`src/rtl/xcbc_pkg.sv`:
```
package xcbc_pkg;

  // sequencer states
  typedef enum logic [2:0] {
    ST_IDLE,
    ST_KREQ,
    ST_KWAIT,
    ST_MSG,
    ST_BREQ,
    ST_BWAIT,
    ST_FIN
  } seq_state_t;

  typedef struct packed {
    logic suspend;
    logic preload;
    logic icv;
  } seg_mode_t;

  // context bank word map (pairs: lower word number = upper half)
  localparam int CX_SEGLEN = 0;
  localparam int CX_CHAIN  = 1;
  localparam int CX_TAG    = 3;
  localparam int CX_K1     = 5;
  localparam int CX_K2     = 7;
  localparam int CX_K3     = 9;
  localparam int CX_TOTLEN = 11;
  // key bank word map
  localparam int KB_KEY    = 1;
  localparam int KB_K1     = 5;

endpackage

```
`src/rtl/xcbc_ctx_regs.sv`:
```
module xcbc_ctx_regs
  import xcbc_pkg::*;
#(
  parameter int WORD_W = 64,
  parameter int ADDR_W = 4,
  parameter int NREG   = 12
) (
  input  logic                  clk,
  input  logic                  rst_n,
  input  logic                  host_we,
  input  logic                  host_bank,
  input  logic [ADDR_W-1:0]     host_addr,
  input  logic [WORD_W-1:0]     host_wdata,
  input  logic [ADDR_W-1:0]     rd_addr,
  output logic [WORD_W-1:0]     rd_data,
  input  logic                  eng_we,
  input  logic [ADDR_W-1:0]     eng_idx,
  input  logic [2*WORD_W-1:0]   eng_data,
  input  logic                  seg_clr,
  input  logic                  len_add_en,
  input  logic [WORD_W-1:0]     len_add,
  output logic [2*WORD_W-1:0]   chain,
  output logic [2*WORD_W-1:0]   tag,
  output logic [2*WORD_W-1:0]   k1_ctx,
  output logic [2*WORD_W-1:0]   k2,
  output logic [2*WORD_W-1:0]   k3,
  output logic [2*WORD_W-1:0]   user_key,
  output logic [2*WORD_W-1:0]   k1_pre
);

  localparam int DEPTH = 1 << ADDR_W;

  logic [WORD_W-1:0] ctx_q [DEPTH];
  logic [WORD_W-1:0] key_q [DEPTH];
  logic [ADDR_W-1:0] eng_idx_lo;
  logic              host_in_range;

  assign eng_idx_lo    = eng_idx + 1'b1;
  assign host_in_range = (32'(host_addr) < NREG);

  // context bank: host writes first, engine updates win on the same word
  always_ff @(posedge clk or negedge rst_n) begin
    if (!rst_n) begin
      for (int i = 0; i < DEPTH; i++) ctx_q[i] <= '0;
    end else begin
      if (host_we && !host_bank && host_in_range) ctx_q[host_addr] <= host_wdata;
      if (seg_clr) ctx_q[CX_SEGLEN] <= '0;
      if (len_add_en) begin
        ctx_q[CX_SEGLEN] <= ctx_q[CX_SEGLEN] + len_add;
        ctx_q[CX_TOTLEN] <= ctx_q[CX_TOTLEN] + len_add;
      end
      if (eng_we) begin
        ctx_q[eng_idx]    <= eng_data[2*WORD_W-1:WORD_W];
        ctx_q[eng_idx_lo] <= eng_data[WORD_W-1:0];
      end
    end
  end

  // key bank: host only
  always_ff @(posedge clk or negedge rst_n) begin
    if (!rst_n) begin
      for (int i = 0; i < DEPTH; i++) key_q[i] <= '0;
    end else if (host_we && host_bank && host_in_range) begin
      key_q[host_addr] <= host_wdata;
    end
  end

  assign rd_data  = (32'(rd_addr) < NREG) ? ctx_q[rd_addr] : '0;
  assign chain    = {ctx_q[CX_CHAIN], ctx_q[CX_CHAIN+1]};
  assign tag      = {ctx_q[CX_TAG],   ctx_q[CX_TAG+1]};
  assign k1_ctx   = {ctx_q[CX_K1],    ctx_q[CX_K1+1]};
  assign k2       = {ctx_q[CX_K2],    ctx_q[CX_K2+1]};
  assign k3       = {ctx_q[CX_K3],    ctx_q[CX_K3+1]};
  assign user_key = {key_q[KB_KEY],   key_q[KB_KEY+1]};
  assign k1_pre   = {key_q[KB_K1],    key_q[KB_K1+1]};

  // segment length restarts from zero at every start
  assert_seg_clear_R8: assert property (@(posedge clk) disable iff (!rst_n)
    seg_clr |=> (ctx_q[CX_SEGLEN] == '0));

endmodule

```
`src/rtl/xcbc_block_prep.sv`:
```
module xcbc_block_prep #(
  parameter int BLK_W = 128,
  parameter int CNT_W = 5
) (
  input  logic [BLK_W-1:0] data,
  input  logic [CNT_W-1:0] nbytes,
  input  logic [BLK_W-1:0] chain,
  input  logic [BLK_W-1:0] k2,
  input  logic [BLK_W-1:0] k3,
  input  logic             apply_sub,
  output logic [BLK_W-1:0] operand
);

  localparam int NB = BLK_W / 8;

  logic [BLK_W-1:0] padded;
  logic [BLK_W-1:0] subkey;
  logic             full_blk;

  for (genvar b = 0; b < NB; b++) begin : g_byte
    localparam logic [CNT_W-1:0] POS = CNT_W'(b);
    assign padded[BLK_W-1-8*b -: 8] =
      (POS < nbytes)  ? data[BLK_W-1-8*b -: 8] :
      (POS == nbytes) ? 8'h80 : 8'h00;
  end

  assign full_blk = (nbytes == CNT_W'(NB));
  assign subkey   = !apply_sub ? '0 : (full_blk ? k2 : k3);
  assign operand  = padded ^ chain ^ subkey;

endmodule

```
`src/rtl/xcbc_ctrl.sv`:
```
module xcbc_ctrl
  import xcbc_pkg::*;
#(
  parameter int ADDR_W = 4
) (
  input  logic              clk,
  input  logic              rst_n,
  input  logic              start,
  input  seg_mode_t         mode_in,
  input  logic              msg_valid,
  input  logic              msg_last,
  input  logic              ci_req_ready,
  input  logic              ci_rsp_valid,
  output seg_mode_t         mode_q,
  output logic [1:0]        kidx,
  output logic              key_phase,
  output logic              msg_ready,
  output logic              ci_req_valid,
  output logic              op_load,
  output logic              seg_clr,
  output logic              eng_we,
  output logic [ADDR_W-1:0] eng_idx,
  output logic              done
);

  seq_state_t state_q, state_d;
  seg_mode_t  mode_d;
  logic [1:0] kidx_q, kidx_d;
  logic       last_q, last_d;

  always_comb begin
    state_d      = state_q;
    mode_d       = mode_q;
    kidx_d       = kidx_q;
    last_d       = last_q;
    msg_ready    = 1'b0;
    ci_req_valid = 1'b0;
    op_load      = 1'b0;
    seg_clr      = 1'b0;
    eng_we       = 1'b0;
    eng_idx      = ADDR_W'(CX_CHAIN);
    done         = 1'b0;
    unique case (state_q)
      ST_IDLE: begin
        if (start) begin
          seg_clr = 1'b1;
          mode_d  = mode_in;
          kidx_d  = 2'd1;
          state_d = mode_in.preload ? ST_MSG : ST_KREQ;
        end
      end
      ST_KREQ: begin
        ci_req_valid = 1'b1;
        if (ci_req_ready) state_d = ST_KWAIT;
      end
      ST_KWAIT: begin
        if (ci_rsp_valid) begin
          eng_we  = 1'b1;
          eng_idx = ADDR_W'({kidx_q, 1'b0}) + ADDR_W'(3);
          if (kidx_q == 2'd3) begin
            state_d = ST_MSG;
          end else begin
            kidx_d  = kidx_q + 2'd1;
            state_d = ST_KREQ;
          end
        end
      end
      ST_MSG: begin
        msg_ready = 1'b1;
        if (msg_valid) begin
          op_load = 1'b1;
          last_d  = msg_last;
          state_d = ST_BREQ;
        end
      end
      ST_BREQ: begin
        ci_req_valid = 1'b1;
        if (ci_req_ready) state_d = ST_BWAIT;
      end
      ST_BWAIT: begin
        if (ci_rsp_valid) begin
          eng_we  = 1'b1;
          eng_idx = ADDR_W'(CX_CHAIN);
          state_d = last_q ? ST_FIN : ST_MSG;
        end
      end
      ST_FIN: begin
        done    = 1'b1;
        state_d = ST_IDLE;
      end
      default: state_d = ST_IDLE;
    endcase
  end

  always_ff @(posedge clk or negedge rst_n) begin
    if (!rst_n) begin
      state_q <= ST_IDLE;
      mode_q  <= '0;
      kidx_q  <= 2'd1;
      last_q  <= 1'b0;
    end else begin
      state_q <= state_d;
      mode_q  <= mode_d;
      kidx_q  <= kidx_d;
      last_q  <= last_d;
    end
  end

  assign kidx      = kidx_q;
  assign key_phase = (state_q == ST_KREQ);

  // a response never meets a pending request: one encryption in flight
  assert_one_outstanding_R9: assert property (@(posedge clk) disable iff (!rst_n)
    ci_rsp_valid |-> !ci_req_valid);

  assert_ready_exclusive_R9: assert property (@(posedge clk) disable iff (!rst_n)
    !(msg_ready && ci_req_valid));

  assert_done_pulse_R10: assert property (@(posedge clk) disable iff (!rst_n)
    done |=> !done);

endmodule

```
`src/rtl/xcbc_mac_seq.sv`:
```
module xcbc_mac_seq
  import xcbc_pkg::*;
#(
  parameter int BLK_W  = 128,
  parameter int ADDR_W = 4,
  parameter int NREG   = 12,
  parameter int CNT_W  = $clog2(BLK_W/8 + 1)
) (
  input  logic               clk,
  input  logic               rst_n,
  input  logic               start,
  input  logic               mode_suspend,
  input  logic               mode_preload,
  input  logic               mode_icv,
  input  logic               reg_we,
  input  logic               reg_bank,
  input  logic [ADDR_W-1:0]  reg_addr,
  input  logic [BLK_W/2-1:0] reg_wdata,
  input  logic [ADDR_W-1:0]  ctx_rd_addr,
  output logic [BLK_W/2-1:0] ctx_rd_data,
  input  logic               msg_valid,
  output logic               msg_ready,
  input  logic [BLK_W-1:0]   msg_data,
  input  logic               msg_last,
  input  logic [CNT_W-1:0]   msg_bytes,
  output logic               ci_req_valid,
  input  logic               ci_req_ready,
  output logic [BLK_W-1:0]   ci_key,
  output logic [BLK_W-1:0]   ci_block,
  input  logic               ci_rsp_valid,
  input  logic [BLK_W-1:0]   ci_rsp_data,
  output logic               done,
  output logic [BLK_W-1:0]   mac,
  output logic               icv_fail
);

  localparam int WORD_W = BLK_W / 2;
  localparam int NB     = BLK_W / 8;

  // reset: asserted asynchronously, released on a clock edge
  logic [1:0] rst_pipe_q;
  logic       rst_core_n;

  always_ff @(posedge clk or negedge rst_n) begin
    if (!rst_n) rst_pipe_q <= 2'b00;
    else        rst_pipe_q <= {rst_pipe_q[0], 1'b1};
  end
  assign rst_core_n = rst_pipe_q[1];

  seg_mode_t         mode_in, mode_q;
  logic [1:0]        kidx;
  logic              key_phase, op_load, seg_clr, eng_we;
  logic [ADDR_W-1:0] eng_idx;
  logic [BLK_W-1:0]  chain, tag, k1_ctx, k2, k3, user_key, k1_pre;
  logic [BLK_W-1:0]  op_d, op_q;
  logic [WORD_W-1:0] len_add;
  logic              apply_sub;

  assign mode_in = '{suspend: mode_suspend, preload: mode_preload, icv: mode_icv};

  xcbc_ctrl #(.ADDR_W(ADDR_W)) u_ctrl (
    .clk          (clk),
    .rst_n        (rst_core_n),
    .start        (start),
    .mode_in      (mode_in),
    .msg_valid    (msg_valid),
    .msg_last     (msg_last),
    .ci_req_ready (ci_req_ready),
    .ci_rsp_valid (ci_rsp_valid),
    .mode_q       (mode_q),
    .kidx         (kidx),
    .key_phase    (key_phase),
    .msg_ready    (msg_ready),
    .ci_req_valid (ci_req_valid),
    .op_load      (op_load),
    .seg_clr      (seg_clr),
    .eng_we       (eng_we),
    .eng_idx      (eng_idx),
    .done         (done)
  );

  assign len_add = WORD_W'({msg_bytes, 3'b000});

  xcbc_ctx_regs #(.WORD_W(WORD_W), .ADDR_W(ADDR_W), .NREG(NREG)) u_regs (
    .clk        (clk),
    .rst_n      (rst_core_n),
    .host_we    (reg_we),
    .host_bank  (reg_bank),
    .host_addr  (reg_addr),
    .host_wdata (reg_wdata),
    .rd_addr    (ctx_rd_addr),
    .rd_data    (ctx_rd_data),
    .eng_we     (eng_we),
    .eng_idx    (eng_idx),
    .eng_data   (ci_rsp_data),
    .seg_clr    (seg_clr),
    .len_add_en (op_load),
    .len_add    (len_add),
    .chain      (chain),
    .tag        (tag),
    .k1_ctx     (k1_ctx),
    .k2         (k2),
    .k3         (k3),
    .user_key   (user_key),
    .k1_pre     (k1_pre)
  );

  assign apply_sub = msg_last && !mode_q.suspend;

  xcbc_block_prep #(.BLK_W(BLK_W), .CNT_W(CNT_W)) u_prep (
    .data      (msg_data),
    .nbytes    (msg_bytes),
    .chain     (chain),
    .k2        (k2),
    .k3        (k3),
    .apply_sub (apply_sub),
    .operand   (op_d)
  );

  // cipher operand held in a register while the request waits
  always_ff @(posedge clk or negedge rst_core_n) begin
    if (!rst_core_n)  op_q <= '0;
    else if (op_load) op_q <= op_d;
  end

  assign ci_block = key_phase ? {NB{{6'b0, kidx}}} : op_q;
  assign ci_key   = key_phase ? user_key : (mode_q.preload ? k1_pre : k1_ctx);
  assign mac      = chain;
  assign icv_fail = done && mode_q.icv && !mode_q.suspend && (chain != tag);

  assert_hold_request_R9: assert property (@(posedge clk) disable iff (!rst_core_n)
    (ci_req_valid && !ci_req_ready) |=> (ci_req_valid && $stable(ci_block) && $stable(ci_key)));

  assert_fail_with_done_R7: assert property (@(posedge clk) disable iff (!rst_core_n)
    icv_fail |-> done);

endmodule

```
`config.mk`:
```
export PLATFORM = sky130hd
export DESIGN_NAME = xcbc_mac_seq
export DESIGN_NICKNAME = d
export VERILOG_FILES = /design/src/rtl/xcbc_pkg.sv /design/src/rtl/xcbc_ctx_regs.sv /design/src/rtl/xcbc_block_prep.sv /design/src/rtl/xcbc_ctrl.sv /design/src/rtl/xcbc_mac_seq.sv
export SDC_FILE = /design/constraint.sdc
export NUM_CORES = 2
export LEC_CHECK = 0
export BUFFER_PORTS_ARGS = -buffer_cell sky130_fd_sc_hd__clkbuf_2
export CAP_MARGIN = 20
export CORE_MARGIN = 1.5
export CORE_UTILIZATION = 50
export CTS_CLUSTER_SIZE = 14
export DETAILED_ROUTE_END_ITERATION = 8
export HOLD_SLACK_MARGIN = 0.02
export PLACE_DENSITY = 0.81
export RECOVER_POWER = 25
export REMOVE_ABC_BUFFERS = 1
export SYNTH_ARGS = -nofsm -noshare
export SYNTH_HDL_FRONTEND = slang
export SYNTH_SLANG_ARGS = --single-unit
```
`constraint.sdc`:
```
create_clock -name clk -period 40.1 [get_ports clk]
set_clock_uncertainty 0.1 [all_clocks]
set_input_delay 6.015 -clock clk [delete_from_list [all_inputs] [get_ports clk]]
set_output_delay 6.015 -clock clk [all_outputs]
set_load 0.005 [all_outputs]
```
Yosys cells after proc, flatten, opt, wreduce, memory -nomap -nowiden
Cells that the tools add are included.
{"block": "word_totals", "in_bits": 345, "register_bits": 2187}
{"block": "classes", "order_cmp": 25, "n_reduce_logical": 22, "bitwise_logic": 6, "n_eq_ne": 31, "addsub": 5, "mux": 81}
{"operator": "$bwmux W1024", "count": 4}
{"operator": "$mux W1024", "count": 2}
{"operator": "$demux W64 S4", "count": 3}
{"operator": "$mux W128", "count": 5}
{"operator": "$mux W64", "count": 9}
{"operator": "$bmux W64 S4", "count": 1}
{"operator": "$mux W8", "count": 32}
{"operator": "$xor A128 B128 Y128", "count": 2}
{"operator": "$add A64 B8 Y64", "count": 2}
{"operator": "$ne A128 B128 Y1", "count": 1}
{"operator": "$eq A4 B5 Y1 const A", "count": 8}
{"operator": "$lt A4 B5 Y1 const A", "count": 8}
{"operator": "$mux W3", "count": 7}
{"operator": "$eq A3 B5 Y1 const A", "count": 4}
{"operator": "$ge A5 B5 Y1 const B", "count": 4}
{"operator": "$lt A3 B5 Y1 const A", "count": 4}
{"operator": "$not A4 Y5", "count": 4}
{"operator": "$pmux W3 S6", "count": 1}
{"operator": "$lt A5 B1 Y1 const B", "count": 3}
{"operator": "$ne A2 B2 Y1 const B", "count": 7}
{"operator": "$logic_and A1 B1 Y1", "count": 11}
{"operator": "$eq A2 B5 Y1 const A", "count": 2}
{"operator": "$lt A1 B5 Y1 const A", "count": 2}
{"operator": "$lt A2 B5 Y1 const A", "count": 2}
{"operator": "22 further kinds", "count": 42}

Longest topological paths before layout
{"block": "logic_depth", "word_depth": 12, "ltp_mapped": 12}

Hierarchy
Synthesis repeated with hierarchy kept, for this count alone.
{"block": "hier_totals", "cells_unflattened": 9706, "area_unflattened_um2": 84756.3}
{"module": "xcbc_ctx_regs", "cells_per_inst": 7655, "instances": 1, "area_per_inst_um2": 68648.3, "seq_area_each_um2": 25624.6}
{"module": "xcbc_mac_seq", "cells_per_inst": 1088, "instances": 1, "area_per_inst_um2": 9689.3, "seq_area_each_um2": 3253.1}
{"module": "xcbc_block_prep", "cells_per_inst": 897, "instances": 1, "area_per_inst_um2": 5805.6, "seq_area_each_um2": 0.0}
{"module": "xcbc_ctrl", "cells_per_inst": 66, "instances": 1, "area_per_inst_um2": 613.1, "seq_area_each_um2": 226.5}

Least setup slack after synthesis
No wires, ideal clock.
{"block": "synth_timing", "kind": "input -> output", "startpoint": "in ctx_rd_addr[0]", "endpoint": "out ctx_rd_data[13]", "arrival_ns": 7.840, "t_required_ns": 33.985, "path_stages": 7, "n_path_buf": 4, "path_slack_ns": 26.145, "path_cell_list": "clkbuf_1 -> clkbuf_1 -> buf_1 -> clkbuf_1 -> mux4_2 -> mux2i_1 -> o21ai_0"}
{"block": "synth_between", "elab_chain_len": 5}
{"item": "start, declared", "line_no": "xcbc_mac_seq.sv:19", "rtl": "input logic [ADDR_W-1:0] ctx_rd_addr,"}
{"item": "$not A4 Y5 (implied by the code)", "line_no": "xcbc_ctx_regs.sv:68", "rtl": "assign rd_data = (32'(rd_addr) < NREG) ? ctx_q[rd_addr] : '0;"}
{"item": "$bmux W64 S4", "line_no": "xcbc_ctx_regs.sv:68"}
{"item": "$mux W64 (implied by the code) (2 in series)", "line_no": "xcbc_ctx_regs.sv:68"}
{"item": "$mux W64 (*)", "line_no": "xcbc_ctx_regs.sv:68"}
{"item": "end, declared", "line_no": "xcbc_mac_seq.sv:20", "rtl": "output logic [BLK_W/2-1:0] ctx_rd_data,"}
Mark *: on every way between the ends. The rest lies on a longest branch, timed or not. The select of a mux whose other input is x is not followed.

Final worst setup path
{"block": "layout_timing", "startpoint": "in ctx_rd_addr[0]", "endpoint": "out ctx_rd_data[45]"}
The elaborated chain is that of the path after synthesis.

==> flow_summary_export.csv <==
group,metric,value,unit
die,initial_core_util,0.503,
clock_tree,post-cts-setup-buffers,0,
critical_path,crit_required,33990,ps
critical_path,worstSetupEndpointType,"output port",
sta,slew-limit-headroom,-4.97,
global_routing,met3_usage,0.132,
critical_path,slowest_stage,"buf_4",
critical_path,cp-startpoint,"ctx_rd_addr[0]",
synth,synth_largest_area_cell,"dfrtp_1",
critical_path,worst-path-buf-inv,4,
clock_tree,numCtsBuffers,132,
power,power_leakage,37.1,nW
power,power_density,75.2,nW/um2
synth,yosysUniqueCellTypes,77,
placement,dpl_worst_slack,24790,ps
synth,synth_top_area_share,0.415,
synth,synth_area_leaders,"dfrtp_1, mux2i_1, nand2_1",
critical_path,cp-start-kind,"input port",
sta,setup_tns,0,ps
cells_and_area,drive_above_1_share,0.211,
synth,synth_area,70000,um2
cells_and_area,fin_nets,8052,
die,die_x,377,um
global_routing,use_met1,0.505,
placement,dp_hpwl,209000,um
die,core,139000,um2
run_status,violations,"max-capacitance violations, max-slew violations",
global_routing,antenna_found_initial,39,
detailed_routing,vias_per_cell,6.59,
clock_tree,clock_latency,820,ps
die,die-area,142000,um2
die,die-height,377,um
die,design.portCount,797,
sta,hold_viol_final,0,
sta,finalSetupViolCount,0,
sta,rsz0062_at_grt,"false",
worst_hold_path,hp-class,"reg2reg",
detailed_routing,drtIter0Drc,9176,
detailed_routing,finalWirelength,299000,um
global_routing,grt_overflow,0,
synth,synthArstFlopShare,1.00,
critical_path,critical-path-top-delay-family,"buffers and inverters",
critical_path,crit_type,"in2out",
critical_path,path_cells,"buf_8 > buf_4 > buf_4 > mux4_2 > mux2i_1 > o21ai_0 > clkbuf_2",
clock_tree,hold_buffers,0,
sta,period_minus_slack,15310,ps
sta,timing.final.crit_share,0.382,
critical_path,slowest_delay,740,ps
cells_and_area,multi_input_area,37400,um2
sta,maxSlewViolCount,716,
global_routing,grt_pass1_vias,61500,
clock_tree,cts_buffer_depth,3,
clock_tree,tritoncts,"yes",
synth,syn_inst,7472,
detailed_routing,dr.pass1.iters,7,
synth,synth_edf_count,0,
critical_path,path_max_fanout,60,
power,irDropWorstVdd,0.0579,mV
worst_hold_path,hp-start,"rst_pipe_q[0]",
clock_tree,clock-root-buffer,"clkbuf_16",
global_routing,grt_max_degree,203,
sta,worstMarginPinSlew,8960,ps
cells_and_area,stdcell_count,9683,
cells_and_area,seqCellArea,29100,um2
placement,portBuffers,796,
global_routing,busiest_layer,"met2",
sta,max_freq,0.0653,GHz
clock_tree,cts_sinks,1163,
detailed_routing,avgRoutedWirePerCell,30.9,um
flow_run,maxCapViolations,10,
synth,ys_seq_elements,1163,
cells_and_area,n_fill_cell,11700,
critical_path,arrival,9190,ps
sta,fin_ws,24790,ps
synth,avgSynthCellArea,9.37,um2
clock_tree,cts-resized-gates,0,
synth,ys_warn_count,0,
detailed_routing,ant_nets,0,
critical_path,r2r-start,"rst_pipe_q[1]",
detailed_routing,vias,63800,
global_routing,track_usage,0.412,
sta,hold-worst-slack,253,ps
critical_path,cpMostUsedCell,"buf_4",
placement,placed_cells,9430,
clock_tree,htreeDepth,4,
synth,synth_seq_area_share,0.416,
die,rows,137,
clock_tree,path_clk_slew,50,ps
global_routing,grt_pass1_wl,426000,um
placement,gp_congestion,0.950,
synth,ys.flop_type,"dfrtp_1",
run_status,status,"finished with violations",
cells_and_area,syn2layout_area_growth,12.1,%
global_routing,grt_use_met2,0.615,
detailed_routing,drcViolationCount,0,
[synth_stat cells (42+ instances only)]
cell type / instances
clkbuf_1: 623
dfrtp_1: 1162
buf_4: 128
nor3_1: 57
a21oi_1: 566
buf_1: 64
nand4_1: 48
mux4_2: 192
xnor2_1: 276
inv_1: 42
mux2_2: 267
a21o_1: 48
and2_1: 109
nor4_1: 47
mux2i_1: 837
xor2_1: 189
nand3_1: 64
o21ai_0: 802
nor2_1: 347
nand2_1: 1342
[flip-flops by register name (all words and copies together), names as in the netlist]
name and flops:
op_q 128, rst_pipe_q 2, u_ctrl.kidx 2, u_ctrl.last_q 1, u_ctrl.mode_q 3, u_ctrl.state_q 3
u_regs.chain 128, u_regs.ctx_q 128, u_regs.k1_ctx 128, u_regs.k1_pre 128, u_regs.k2 128, u_regs.k3 128
u_regs.tag 128, u_regs.user_key 128
[kinds of logic after synthesis]
kind of cell,count (synthesis),share of synthesized area
DFF,1163,0.416
AOI/OAI and AO/OA,1549,0.117
and+or+nand+nor,2100,0.127
other,1,0.0000536
adders and majority gates,14,0.00272
muxes,1296,0.224
xor gates and xnor gates,466,0.0585
buffers and inverters,883,0.0546
[through the flow]
step / cell area, um2 / util / power [mW]
after floorplan: 66300 / - / 3.45
after global placement: 74000 / 0.532 / 4.44
after detailed placement: 74000 / 0.532 / 4.54
after CTS: 78400 / 0.563 / 5.80
after global routing: 78500 / 0.564 / 6.14
final: 78500 / 0.564 / 5.90
[placed cells by master (no fill, tap or decap), types with 43 or more instances in the layout]
cell and count:
clkbuf_16 132, xnor2_1 276, and2_1 104, mux2_2 267, nor3_1 52, mux2i_1 837, o21ai_0 801, dfrtp_1 1161
mux4_2 192, buf_4 117, xor2_1 189, nand3_1 61, nand2_1 1328, clkbuf_1 45, clkbuf_2 792, nor2_1 345
nor4_1 43, a21oi_1 565, a21o_1 48, nand4_1 48
[where the power goes]
| part | switching, mW | internal (mW) |
|---|---|---|
| Sequential | 0.630 | 1.65 |
| Combinational | 1.36 | 1.00 |
| Clock | 0.546 | 0.711 |
| Total | 2.54 | 3.36 |
[final cells by class]
class / count / share of cell area
Antenna cell: 16 / 0.000510
Clock buffer: 189 / 0.0476
Clock inverter: 43 / 0.00875
Inverter: 43 / 0.00206
Multi-Input combinational cell: 5426 / 0.476
Sequential cell: 1163 / 0.371
Tap cell: 1876 / 0.0299
Timing Repair Buffer: 927 / 0.0639
[worst paths after layout]
kind,end,slack [ps],depth (start not counted)
min reg2reg,rst_pipe_q[1],250,0
min in group asynchronous,u_regs.k3[78],1200,0
max,ctx_rd_data[45],24790,7
max reg2reg,op_q[114],27050,2
min,rst_pipe_q[1],250,0
max in group asynchronous,op_q[114],27050,2
[worst reg2reg max path, stage by stage (launching register included)]
cell      delay [ps]
dfrtp_1         2450
clkbuf_1        6350
clkbuf_1        3310
[layer usage]
metal	wire (um)	vias up
li1	-	26100
met4	24400	38
met1	106000	31200
met5	250	-
met3	38700	1314
met2	130000	5138
No activity file was read; power rests on OpenSTA's default activity.
